**src/rtl/imm_alu_pkg.sv**
```systemverilog
package imm_alu_pkg;
  localparam int OP_W = 4;

  typedef enum logic [OP_W-1:0] {
    OP_ADD_TRAP  = 4'd0,
    OP_ADD_WRAP  = 4'd1,
    OP_SLT_S     = 4'd2,
    OP_SLT_U     = 4'd3,
    OP_AND       = 4'd4,
    OP_OR        = 4'd5,
    OP_XOR       = 4'd6,
    OP_LOAD_HI   = 4'd7,
    OP_DADD_TRAP = 4'd8,
    OP_DADD_WRAP = 4'd9
  } aluOp_e;

  localparam logic [OP_W-1:0] RSVD_BASE = 4'd8;

  // Strobes from control to datapath; at most one select is high.
  typedef struct packed {
    logic selAdd;
    logic selSltS;
    logic selSltU;
    logic selAnd;
    logic selOr;
    logic selXor;
    logic selLoadHi;
    logic trapOvf;
    logic reserved;
  } aluStrobe_t;
endpackage

```
**src/rtl/imm_alu_ctrl.sv**
```systemverilog
module imm_alu_ctrl
  import imm_alu_pkg::*;
(
  input  logic [OP_W-1:0] opSel,
  output aluStrobe_t      strobe
);
  always_comb begin
    strobe = '0;
    case (aluOp_e'(opSel))
      OP_ADD_TRAP: begin
        strobe.selAdd  = 1'b1;
        strobe.trapOvf = 1'b1;
      end
      OP_ADD_WRAP: strobe.selAdd    = 1'b1;
      OP_SLT_S:    strobe.selSltS   = 1'b1;
      OP_SLT_U:    strobe.selSltU   = 1'b1;
      OP_AND:      strobe.selAnd    = 1'b1;
      OP_OR:       strobe.selOr     = 1'b1;
      OP_XOR:      strobe.selXor    = 1'b1;
      OP_LOAD_HI:  strobe.selLoadHi = 1'b1;
      default:     strobe.reserved  = 1'b1;
    endcase
  end
endmodule

```
**src/rtl/imm_alu_dp.sv**
```systemverilog
module imm_alu_dp
  import imm_alu_pkg::*;
#(
  parameter int DATA_W = 32,
  parameter int IMM_W  = 16
) (
  input  aluStrobe_t        strobe,
  input  logic [DATA_W-1:0] rsVal,
  input  logic [IMM_W-1:0]  immVal,
  output logic [DATA_W-1:0] resultNext,
  output logic              ovfRaw
);
  localparam int EXT_W = DATA_W - IMM_W;
  localparam int MSB   = DATA_W - 1;

  logic [DATA_W-1:0] immSext;
  logic [DATA_W-1:0] immZext;
  logic [DATA_W-1:0] immHigh;
  logic [DATA_W-1:0] sum;
  logic              ltSigned;
  logic              ltUnsigned;

  generate
    if (EXT_W > 0) begin : g_extend
      assign immSext = {{EXT_W{immVal[IMM_W-1]}}, immVal};
      assign immZext = {{EXT_W{1'b0}}, immVal};
      assign immHigh = {immVal, {EXT_W{1'b0}}};
    end else begin : g_same
      assign immSext = immVal[DATA_W-1:0];
      assign immZext = immVal[DATA_W-1:0];
      assign immHigh = immVal[DATA_W-1:0];
    end
  endgenerate

  assign sum        = rsVal + immSext;
  assign ovfRaw     = (rsVal[MSB] == immSext[MSB]) && (sum[MSB] != rsVal[MSB]);
  assign ltSigned   = $signed(rsVal) < $signed(immSext);
  assign ltUnsigned = rsVal < immSext;

  always_comb begin
    resultNext = '0;
    if (strobe.selAdd)    resultNext = sum;
    if (strobe.selSltS)   resultNext = {{(DATA_W-1){1'b0}}, ltSigned};
    if (strobe.selSltU)   resultNext = {{(DATA_W-1){1'b0}}, ltUnsigned};
    if (strobe.selAnd)    resultNext = rsVal & immZext;
    if (strobe.selOr)     resultNext = rsVal | immZext;
    if (strobe.selXor)    resultNext = rsVal ^ immZext;
    if (strobe.selLoadHi) resultNext = immHigh;
  end
endmodule

```
**src/rtl/imm_alu.sv**
```systemverilog
module imm_alu
  import imm_alu_pkg::*;
#(
  parameter int DATA_W = 32,
  parameter int IMM_W  = 16
) (
  input  logic              clk,
  input  logic              rst,
  input  logic              inValid,
  input  logic [OP_W-1:0]   opSel,
  input  logic [DATA_W-1:0] rsVal,
  input  logic [IMM_W-1:0]  immVal,
  output logic              outValid,
  output logic [DATA_W-1:0] result,
  output logic              wrEn,
  output logic              ovfExc,
  output logic              rsvdExc
);
  aluStrobe_t        strobe;
  logic [DATA_W-1:0] resultNext;
  logic              ovfRaw;
  logic              ovfHit;

  imm_alu_ctrl ctrl_i (
    .opSel  (opSel),
    .strobe (strobe)
  );

  imm_alu_dp #(.DATA_W(DATA_W), .IMM_W(IMM_W)) dp_i (
    .strobe     (strobe),
    .rsVal      (rsVal),
    .immVal     (immVal),
    .resultNext (resultNext),
    .ovfRaw     (ovfRaw)
  );

  assign ovfHit = strobe.trapOvf & ovfRaw;

  always_ff @(posedge clk) begin
    if (rst) begin
      outValid <= 1'b0;
      wrEn     <= 1'b0;
      ovfExc   <= 1'b0;
      rsvdExc  <= 1'b0;
      result   <= '0;
    end else begin
      outValid <= inValid;
      wrEn     <= inValid & ~strobe.reserved & ~ovfHit;
      ovfExc   <= inValid & ovfHit;
      rsvdExc  <= inValid & strobe.reserved;
      if (inValid) result <= resultNext;
    end
  end
endmodule

```
**config.mk**
```make
export PLATFORM = sky130hd
export DESIGN_NAME = imm_alu
export DESIGN_NICKNAME = d
export VERILOG_FILES = /design/src/rtl/imm_alu_pkg.sv /design/src/rtl/imm_alu_ctrl.sv /design/src/rtl/imm_alu_dp.sv /design/src/rtl/imm_alu.sv
export SDC_FILE = /design/constraint.sdc
export NUM_CORES = 1
export LEC_CHECK = 0
export ABC_AREA = 1
export BUFFER_PORTS_ARGS = -buffer_cell sky130_fd_sc_hd__buf_2
export CAP_MARGIN = 20
export CORE_MARGIN = 3
export CORE_UTILIZATION = 59
export CTS_BUF_LIST = sky130_fd_sc_hd__clkbuf_8
export CTS_CLUSTER_DIAMETER = 60
export DETAILED_ROUTE_END_ITERATION = 6
export GPL_TIMING_DRIVEN = 0
export HOLD_SLACK_MARGIN = 0.1
export PLACE_DENSITY = 0.86
export SETUP_SLACK_MARGIN = 0.02
export SYNTH_ARGS = -nofsm -noshare
export SYNTH_HDL_FRONTEND = slang
export SYNTH_HIERARCHICAL = 1
export SYNTH_SLANG_ARGS = --single-unit
```
**constraint.sdc**
```tcl
create_clock -name clk -period 2.6 [get_ports clk]
set_input_delay 0.26 -clock clk [delete_from_list [all_inputs] [get_ports clk]]
set_output_delay 0.26 -clock clk [all_outputs]
set_load 0.005 [all_outputs]
```
# Word level (Yosys, flattened, before mapping)

Index checks and enable logic that the tools add are counted.

Add/sub/neg operators: 1
Multipliers: 0
Div/mod/pow operators: 0
Magnitude comparators: 2
Eq/ne operators: 9
Shifts and indexed selects: 0
Muxes and demuxes: 16
Bitwise operators: 9
Reductions and logical operators: 4

Operators with widths:

| kind               | number |
|---|---|
| $mux 32            | 7 |
| $add 32x32->32     | 1 |
| $and 32x16->32     | 1 |
| $lt 32x16->1       | 1 |
| $lt 32x32->1       | 1 |
| $or 32x16->32      | 1 |
| $xor 32x16->32     | 1 |
| $eq 4x3->1 const B | 4 |
| $mux 1             | 9 |
| $eq 4x2->1 const B | 2 |
| $reduce_or 8->1    | 1 |
| $and 1x1->1        | 5 |
| $eq 4x1->1 const B | 1 |
| $logic_not 4->1    | 1 |
| $reduce_or 2->1    | 1 |
| $eq 1x1->1         | 1 |
| $logic_and 1x1->1  | 1 |
| $ne 1x1->1         | 1 |
| $not 1->1          | 1 |

Register bits after elaboration: 36
Bits in latches: 0
Memory bits (writable): 0
ROM bits: 0
Input port bits: 55
Output and inout port bits: 36
Word-level logic and storage cells: 46
Memories kept: 0

# Logic depth before layout (Yosys ltp)

Gate-level depths: netlist (run 1).

Depth after elaboration: 10
Mapped depth: 22
Gate-level depth less buffers: 22

# By module

The synthesis (run 1) kept the hierarchy.

Modules (own cells, without submodules):

| module       | times used | cells an instance | area an instance (um^2) | seq. area each (um^2) |
|---|---|---|---|---|
| imm_alu_dp   | 1          | 644               | 3756.1                  | 0.0 |
| imm_alu      | 1          | 216               | 1437.6                  | 720.7 |
| imm_alu_ctrl | 1          | 19                | 76.3                    | 0.0 |

# Least setup slack after synthesis (run 1)

No wires, ideal clock.

Path type: input to register
From: input immVal[15]
To: register result[28]
Library setup time: 0.064 ns
Arrival time: 2.158 ns
Required time: 2.536 ns
Path slack: 0.378 ns
Stages on the path: 16
Path buffers: 1
Path through: inv_1 > ha_1 > buf_2 > a21oi_1 > o21ai_1 > a21oi_1 > nor2_1 > nor3_1 > nand2_1 > nand2_1 > nand3_1 > a22oi_2 > inv_1 > nand2_1 > nand2_1 > nor2_1

Longest elaborated chain between the ends: 8

RTL lines:

| element                | RTL line         | RTL |
|---|---|---|
| start: declaration     | imm_alu.sv:12    | `input logic [IMM_W-1:0] immVal,` |
| $add 32x32->32         | imm_alu_dp.sv:35 | `assign sum = rsVal + immSext;` |
| $mux 32                | imm_alu_dp.sv:42 | `if (strobe.selAdd) resultNext = sum;` |
| $mux 32                | imm_alu_dp.sv:43 | `if (strobe.selSltS) resultNext = {{(DATA_W-1){1'b0}}, ltSigned};` |
| $mux 32                | imm_alu_dp.sv:44 | `if (strobe.selSltU) resultNext = {{(DATA_W-1){1'b0}}, ltUnsigned};` |
| $mux 32                | imm_alu_dp.sv:45 | `if (strobe.selAnd) resultNext = rsVal & immZext;` |
| $mux 32                | imm_alu_dp.sv:46 | `if (strobe.selOr) resultNext = rsVal \| immZext;` |
| $mux 32                | imm_alu_dp.sv:47 | `if (strobe.selXor) resultNext = rsVal ^ immZext;` |
| $mux 32                | imm_alu_dp.sv:48 | `if (strobe.selLoadHi) resultNext = immHigh;` |
| via resultNext[28]     | imm_alu.sv:20    | `logic [DATA_W-1:0] resultNext;` |
| end signal: assignment | imm_alu.sv:51    | `if (inValid) result <= resultNext;` |
| end: declaration       | imm_alu.sv:14    | `output logic [DATA_W-1:0] result,` |

The timed path passes the listed nets, and every way through them passes these cells.
A chain may end at the register's enable or synchronous reset.

# Worst setup path after layout (run 1)

From: input immVal[15]
To: register result[30]

The elaborated chain is that of the path after synthesis.

==> run summary, run 1 <==
Maxcap violations -> 0
Max Fclk -> 410 MHz
Wire per inst -> 15.4 um
Largest stage delay, worst path -> 370 ps
# hold bufs at CTS -> 0
Clock Tree Buf Depth -> 2
CP startpoint kind -> primary input
Required @ worst endpoint -> 2830 ps
Vias -> 6101
Post-synth EDFFs -> 0
PortBufs -> 89
Initial antenna violation count -> 0
Setup TNS -> 0 ps
Post-synth top area cell -> ha_1
Top FF cell, synth -> dfxtp_1
Leakage -> 3.17 nW
First-pass GRT wire length -> 26200 um
CTS tree -> yes
Synth Area per Inst -> 6.00 um^2
CP cell instances -> buf_6 > clkinvlp_4 > buf_12 > ha_1 > inv_2 > a21oi_1 > o21ai_0 > a21oi_2 > nor2_1 > nor2_1 > nand2_1 > a21boi_2 > o21ai_1 > a21oi_2 > inv_1 > nand2_1 > nand2_1 > nor2_1
Worst-path fanout max -> 18
Clock transition at path regs -> 70 ps
Slew @ Worst Pin -> 620 ps
Synth Instances -> 879
Hold WS -> 303 ps
Hold violation total from the final report -> 0
CP top delay family -> compound AO/OA/AOI/OAI gates
Vias in the first global route -> 5415
Sequential share of the synthesized area -> 0.137
Synth top area share -> 0.188
Crit path buf inv count -> 5
Fin. max-slew vios -> 0
Status -> complete, no violations
Arr. time, crit path -> 2680 ps
DP Worst Slack -> -472 ps
Final HPWL DP -> 13700 um
Placed Area -> 5850 um^2
Worst min path class -> in2reg
Grt ovf -> 0
# rows -> 33
Sink Count -> 36
Drt pass-1 iters -> 5
Fraction of registers with async set/reset -> 0
Final Setup Violations -> 0
Inserted Diodes -> 0
Overall routed net length -> 16600 um
CP max-delay cell -> ha_1
Final Util -> 0.715
Placer Congestion -> 1.04
Largest cells by area after synthesis -> ha_1 (19%), nand2_1 (14%), dfxtp_1 (14%)
Number of distinct library cells after synthesis -> 47
Nets -> 1112
Flop and latch count out of synthesis -> 36
Design area -> 6020 um^2
Final Non-Filler Cells -> 1083
Worst-Skew Late Latency -> 290 ps
Fin crit share -> 0.939
Slew margin rel. -> 0.587
Synth Cell Area -> 5270 um^2
Setup Skew -> 0 ps
Syn_nets -> 1014
Commonest non-fill, non-tap cells in the layout -> nand2_1 (196), nor2_1 (129), inv_1 (129), buf_2 (98), ha_1 (78)
Critical path start-end classification -> in2reg
Starting Density -> 0.626
Largest net degree at the start of global routing -> 19
Layout area overhead -> 14.2%
Area of the core -> 8420 um^2
Dpl cells -> 1073
H-tree depth -> 2
Final worst setup slack -> 160 ps
I/O pins -> 91
Gr usage total -> 0.327
RSZ-0062 raised after global routing -> yes
Initial DRC Count -> 455
DIE WIDTH -> 101 um
Clock Tree Root -> clkbuf_8
Endpoint class of the critical path -> register
R2R Setup Slk -> 2000 ps
Power density over the cells -> 328 nW/um^2
Share of layout cells above drive strength 1 -> 0.166
Die H -> 101 um
CTS buffer count -> 5
Peak supply drop -> 193 uV
DRT antenna net count -> 0
Yosys warns -> 6
Via density -> 5.63
Min Clock Period, post-route -> 2440 ps
Commonest non-fill, non-tap cell in the layout -> nand2_1
DR DRC count -> 0
Die Area -> 10100 um^2
Power Total -> 1.97 mW
## synth_stat cells, drive strengths merged (3+ instances only)
| library cell | count |
|---|---|
| o21ai | 52 |
| nand4 | 4 |
| a21boi | 7 |
| nor3 | 14 |
| a21oi | 89 |
| a21o | 3 |
| o21bai | 3 |
| o21a | 7 |
| nand3 | 35 |
| clkbuf | 10 |
| a31oi | 11 |
| o211ai | 13 |
| nand2 | 202 |
| buf | 17 |
| nor4 | 3 |
| nor2 | 134 |
| a22oi | 11 |
| ha | 79 |
| dfxtp | 36 |
| inv | 135 |
## power by group
part	switching [mW]	total (mW)	internal [mW]	leakage (nW)
Combinational	0.630	0.971	0.341	2.83
Clock	0.212	0.398	0.187	0.0479
Sequential	0.0168	0.603	0.587	0.297
Total	0.859	1.97	1.11	3.17
## sequential cells by signal (all words and copies together) (netlist names)
name / flops
result: 32
outValid: 1
ovfExc: 1
rsvdExc: 1
wrEn: 1
## tightest hold or removal path: cells and delay by family
| family | cells | cell delay [ps] |
|---|---|---|
| AND/OR/NAND/NOR | 1 | 40 |
| buffers and inverters | 3 | 250 |
## what timing repair did
| item | CTS | global route |
|---|---|---|
| resized for setup | 2 | 17 |
| pin swaps | 0 | 1 |
| setup buffers | 2 | 0 |
| endpoints found under the setup margin | 13 | 13 |
## worst paths after layout
kind | to | startpoint | cells past startpoint
worst max-delay path | result[30] | immVal[15] | 18
worst min-delay path | rsvdExc | opSel[3] | 4
worst min register to register | result[1] | result[1] | 2
worst max register to register | result[28] | result[28] | 2
## area by class of cell
type	instances	area, um^2
Multi-Input combinational cell	680	3930
Sequential cell	36	721
Buffer	27	155
Fill cell	780	2400
Tap cell	105	131
Timing Repair Buffer	91	479
Clock inverter	3	18.8
Clock buffer	5	68.8
Inverter	136	517
## cells by family after synthesis
family,synth area share
flip-flops,0.137
AO/OA/AOI/OAI,0.228
buffers and inverters,0.127
adder cells (fa/ha/maj),0.191
XOR/XNOR,0.00499
AND/OR/NAND/NOR,0.312
## per-layer routing
layer | vias to the layer above | global-route usage | share of wire
met2 | 317 | 0.517 | 0.44
met4 | 0 | 0.165 | 0.058
met1 | 2676 | 0.432 | 0.41
li1 | 3050 | - | -
met5 | - | 0 | 0
met3 | 58 | 0.0491 | 0.093
Note: power is estimated with default switching activity, not from simulation.
==> run 2, diff against run 1 <==
--- a/config.mk
+++ b/config.mk
@@ -8,6 +8,7 @@
 export ABC_AREA = 1
 export BUFFER_PORTS_ARGS = -buffer_cell sky130_fd_sc_hd__buf_2
 export CAP_MARGIN = 20
+export CORE_ASPECT_RATIO = 0.9
 export CORE_MARGIN = 3
 export CORE_UTILIZATION = 59
 export CTS_BUF_LIST = sky130_fd_sc_hd__clkbuf_8
==> run 2 against run 1 <==
  * Largest power group unchanged
  * Non-clock buffer count grew 1
  * Sequential cell count is the same
  * Critical path type unchanged
  * Hold slack lost 0.70 ps
  * Critical path depth shrank 1
  * Via count grew 0.74%
  * Clock-buffer cell count is the same
  * First-iteration DRC count grew 17%
  * Fmax shrank 1.3%
  * Setup slack lost 31 ps
  * Register-to-register slack gained 20 ps
  * Clock skew is the same
  * Power grew 1.1%
==> run summary, run 2 (synthesized netlist as in run 1, its figures left out) <==
Hold violation total from the final report -> 0
Commonest non-fill, non-tap cells in the layout -> nand2_1 (193), nor2_1 (129), inv_1 (128), buf_2 (97), ha_1 (79)
Vias -> 6146
Final HPWL DP -> 14200 um
Commonest non-fill, non-tap cell in the layout -> nand2_1
Initial DRC Count -> 533
DR DRC count -> 0
Slew margin rel. -> 0.584
CP cell instances -> buf_12 > clkinvlp_4 > ha_1 > inv_1 > a21oi_1 > o21ai_1 > a21oi_1 > o21ai_0 > nor2_1 > nand2_2 > a21boi_2 > o21ai_1 > a21oi_2 > inv_1 > nand2_1 > nand2_1 > nor2_1
Maxcap violations -> 0
Fin crit share -> 0.951
Peak supply drop -> 261 uV
Drt pass-1 iters -> 5
Largest net degree at the start of global routing -> 19
DRT antenna net count -> 0
Clock transition at path regs -> 70 ps
Worst-path fanout max -> 18
Wire per inst -> 15.8 um
CP max-delay cell -> ha_1
Power Total -> 2.00 mW
Die Area -> 10100 um^2
Share of layout cells above drive strength 1 -> 0.174
Endpoint class of the critical path -> register
Min Clock Period, post-route -> 2470 ps
CP startpoint kind -> primary input
CTS buffer count -> 5
Area of the core -> 8650 um^2
Via density -> 5.60
H-tree depth -> 2
Dpl cells -> 1087
Gr usage total -> 0.335
Vias in the first global route -> 5453
Die H -> 95.7 um
Leakage -> 3.18 nW
Grt ovf -> 0
PortBufs -> 89
DIE WIDTH -> 106 um
Placer Congestion -> 1.02
CP top delay family -> compound AO/OA/AOI/OAI gates
Final Setup Violations -> 0
Crit path buf inv count -> 4
Slew @ Worst Pin -> 624 ps
Filler cells -> 824
Setup Skew -> 0 ps
I/O pins -> 91
Largest register FFs -> 32
Layout area overhead -> 15.3%
First-pass GRT wire length -> 26700 um
Largest stage delay, worst path -> 460 ps
R2R Setup Slk -> 2020 ps
Worst min path class -> in2reg
Overall routed net length -> 17400 um
Worst-Skew Late Latency -> 290 ps
Final Util -> 0.702
Initial antenna violation count -> 0
Area occupied by multi-input gates -> 3960 um^2
Arr. time, crit path -> 2710 ps
Nets -> 1113
Max Fclk -> 405 MHz
Critical path start-end classification -> in2reg
Setup TNS -> 0 ps
Clock Tree Buf Depth -> 2
Inserted Diodes -> 0
Required @ worst endpoint -> 2840 ps
Hold WS -> 303 ps
Top reg by flops -> result
Fin. max-slew vios -> 0
Clock Tree Root -> clkbuf_8
CTS tree -> yes
Sink Count -> 36
Power density over the cells -> 328 nW/um^2
Final Non-Filler Cells -> 1098
# rows -> 32
Starting Density -> 0.609
Register area -> 721 um^2
Status -> complete, no violations
==> run 2: cell count changes in the layout (fill, tap and decap cells not counted), moves of 2 or more <==
| cell | previous run | this run |
|---|---|---|
| nor3_2 | 2 | 4 |
| buf_4 | 2 | 5 |
| nand2_2 | 6 | 9 |
| nor3_1 | 11 | 9 |
| nand2_1 | 196 | 193 |
==> run 2: final cells by class <==
| type | instances | area share |
|---|---|---|
| clock inverters | 3 | 0.00309 |
| repair buffers | 92 | 0.0795 |
| multi-input cells | 680 | 0.652 |
| clock buffers | 5 | 0.0113 |
| well taps | 119 | 0.0245 |
| flip-flops and latches | 36 | 0.119 |
| inverters | 136 | 0.0851 |
| plain buffers | 27 | 0.0260 |
==> run 2: metal layers <==
layer / vias to the layer above / part of all wire / track usage
li1: 3036 / - / -
met1: 2774 / 0.42 / 0.433
met2: 290 / 0.44 / 0.540
met3: 46 / 0.10 / 0.0745
met4: 0 / 0.042 / 0.142
met5: - / 0 / 0
==> run 2: timing repair <==
action / 4_1_cts / 5_1_grt
hold buffers: 0 / 0
buffers inserted: 3 / 0
resized for setup: 6 / 25
endpoints found under the setup margin: 14 / 12
==> run 2: worst min-delay path: stages <==
cell      delay [ps]
buf_2            110
clkbuf_1          80
inv_1             60
nor2_1            40
==> run 2: per-stage QoR <==
stage	cell area (um^2)	setup slack, ps
2_1_floorplan	5270	378
3_3_place_gp	5860	-823
3_5_place_dp	5860	-816
4_1_cts	5990	66.8
5_1_grt	6070	-14.8
6_report	6070	128
==> run 2: worst paths after layout <==
path / end / start / depth (start not counted)
worst max-delay path: result[30] / immVal[15] / 17
worst min-delay path: rsvdExc / opSel[3] / 4
worst max register to register: result[16] / result[16] / 2
worst min register to register: result[10] / result[10] / 2
==> run 2: power breakdown <==
part | switching, mW | internal, mW | total, mW
combinational | 0.650 | 0.345 | 0.995
clock | 0.211 | 0.187 | 0.398
sequential | 0.0158 | 0.587 | 0.602
total | 0.877 | 1.12 | 2.00
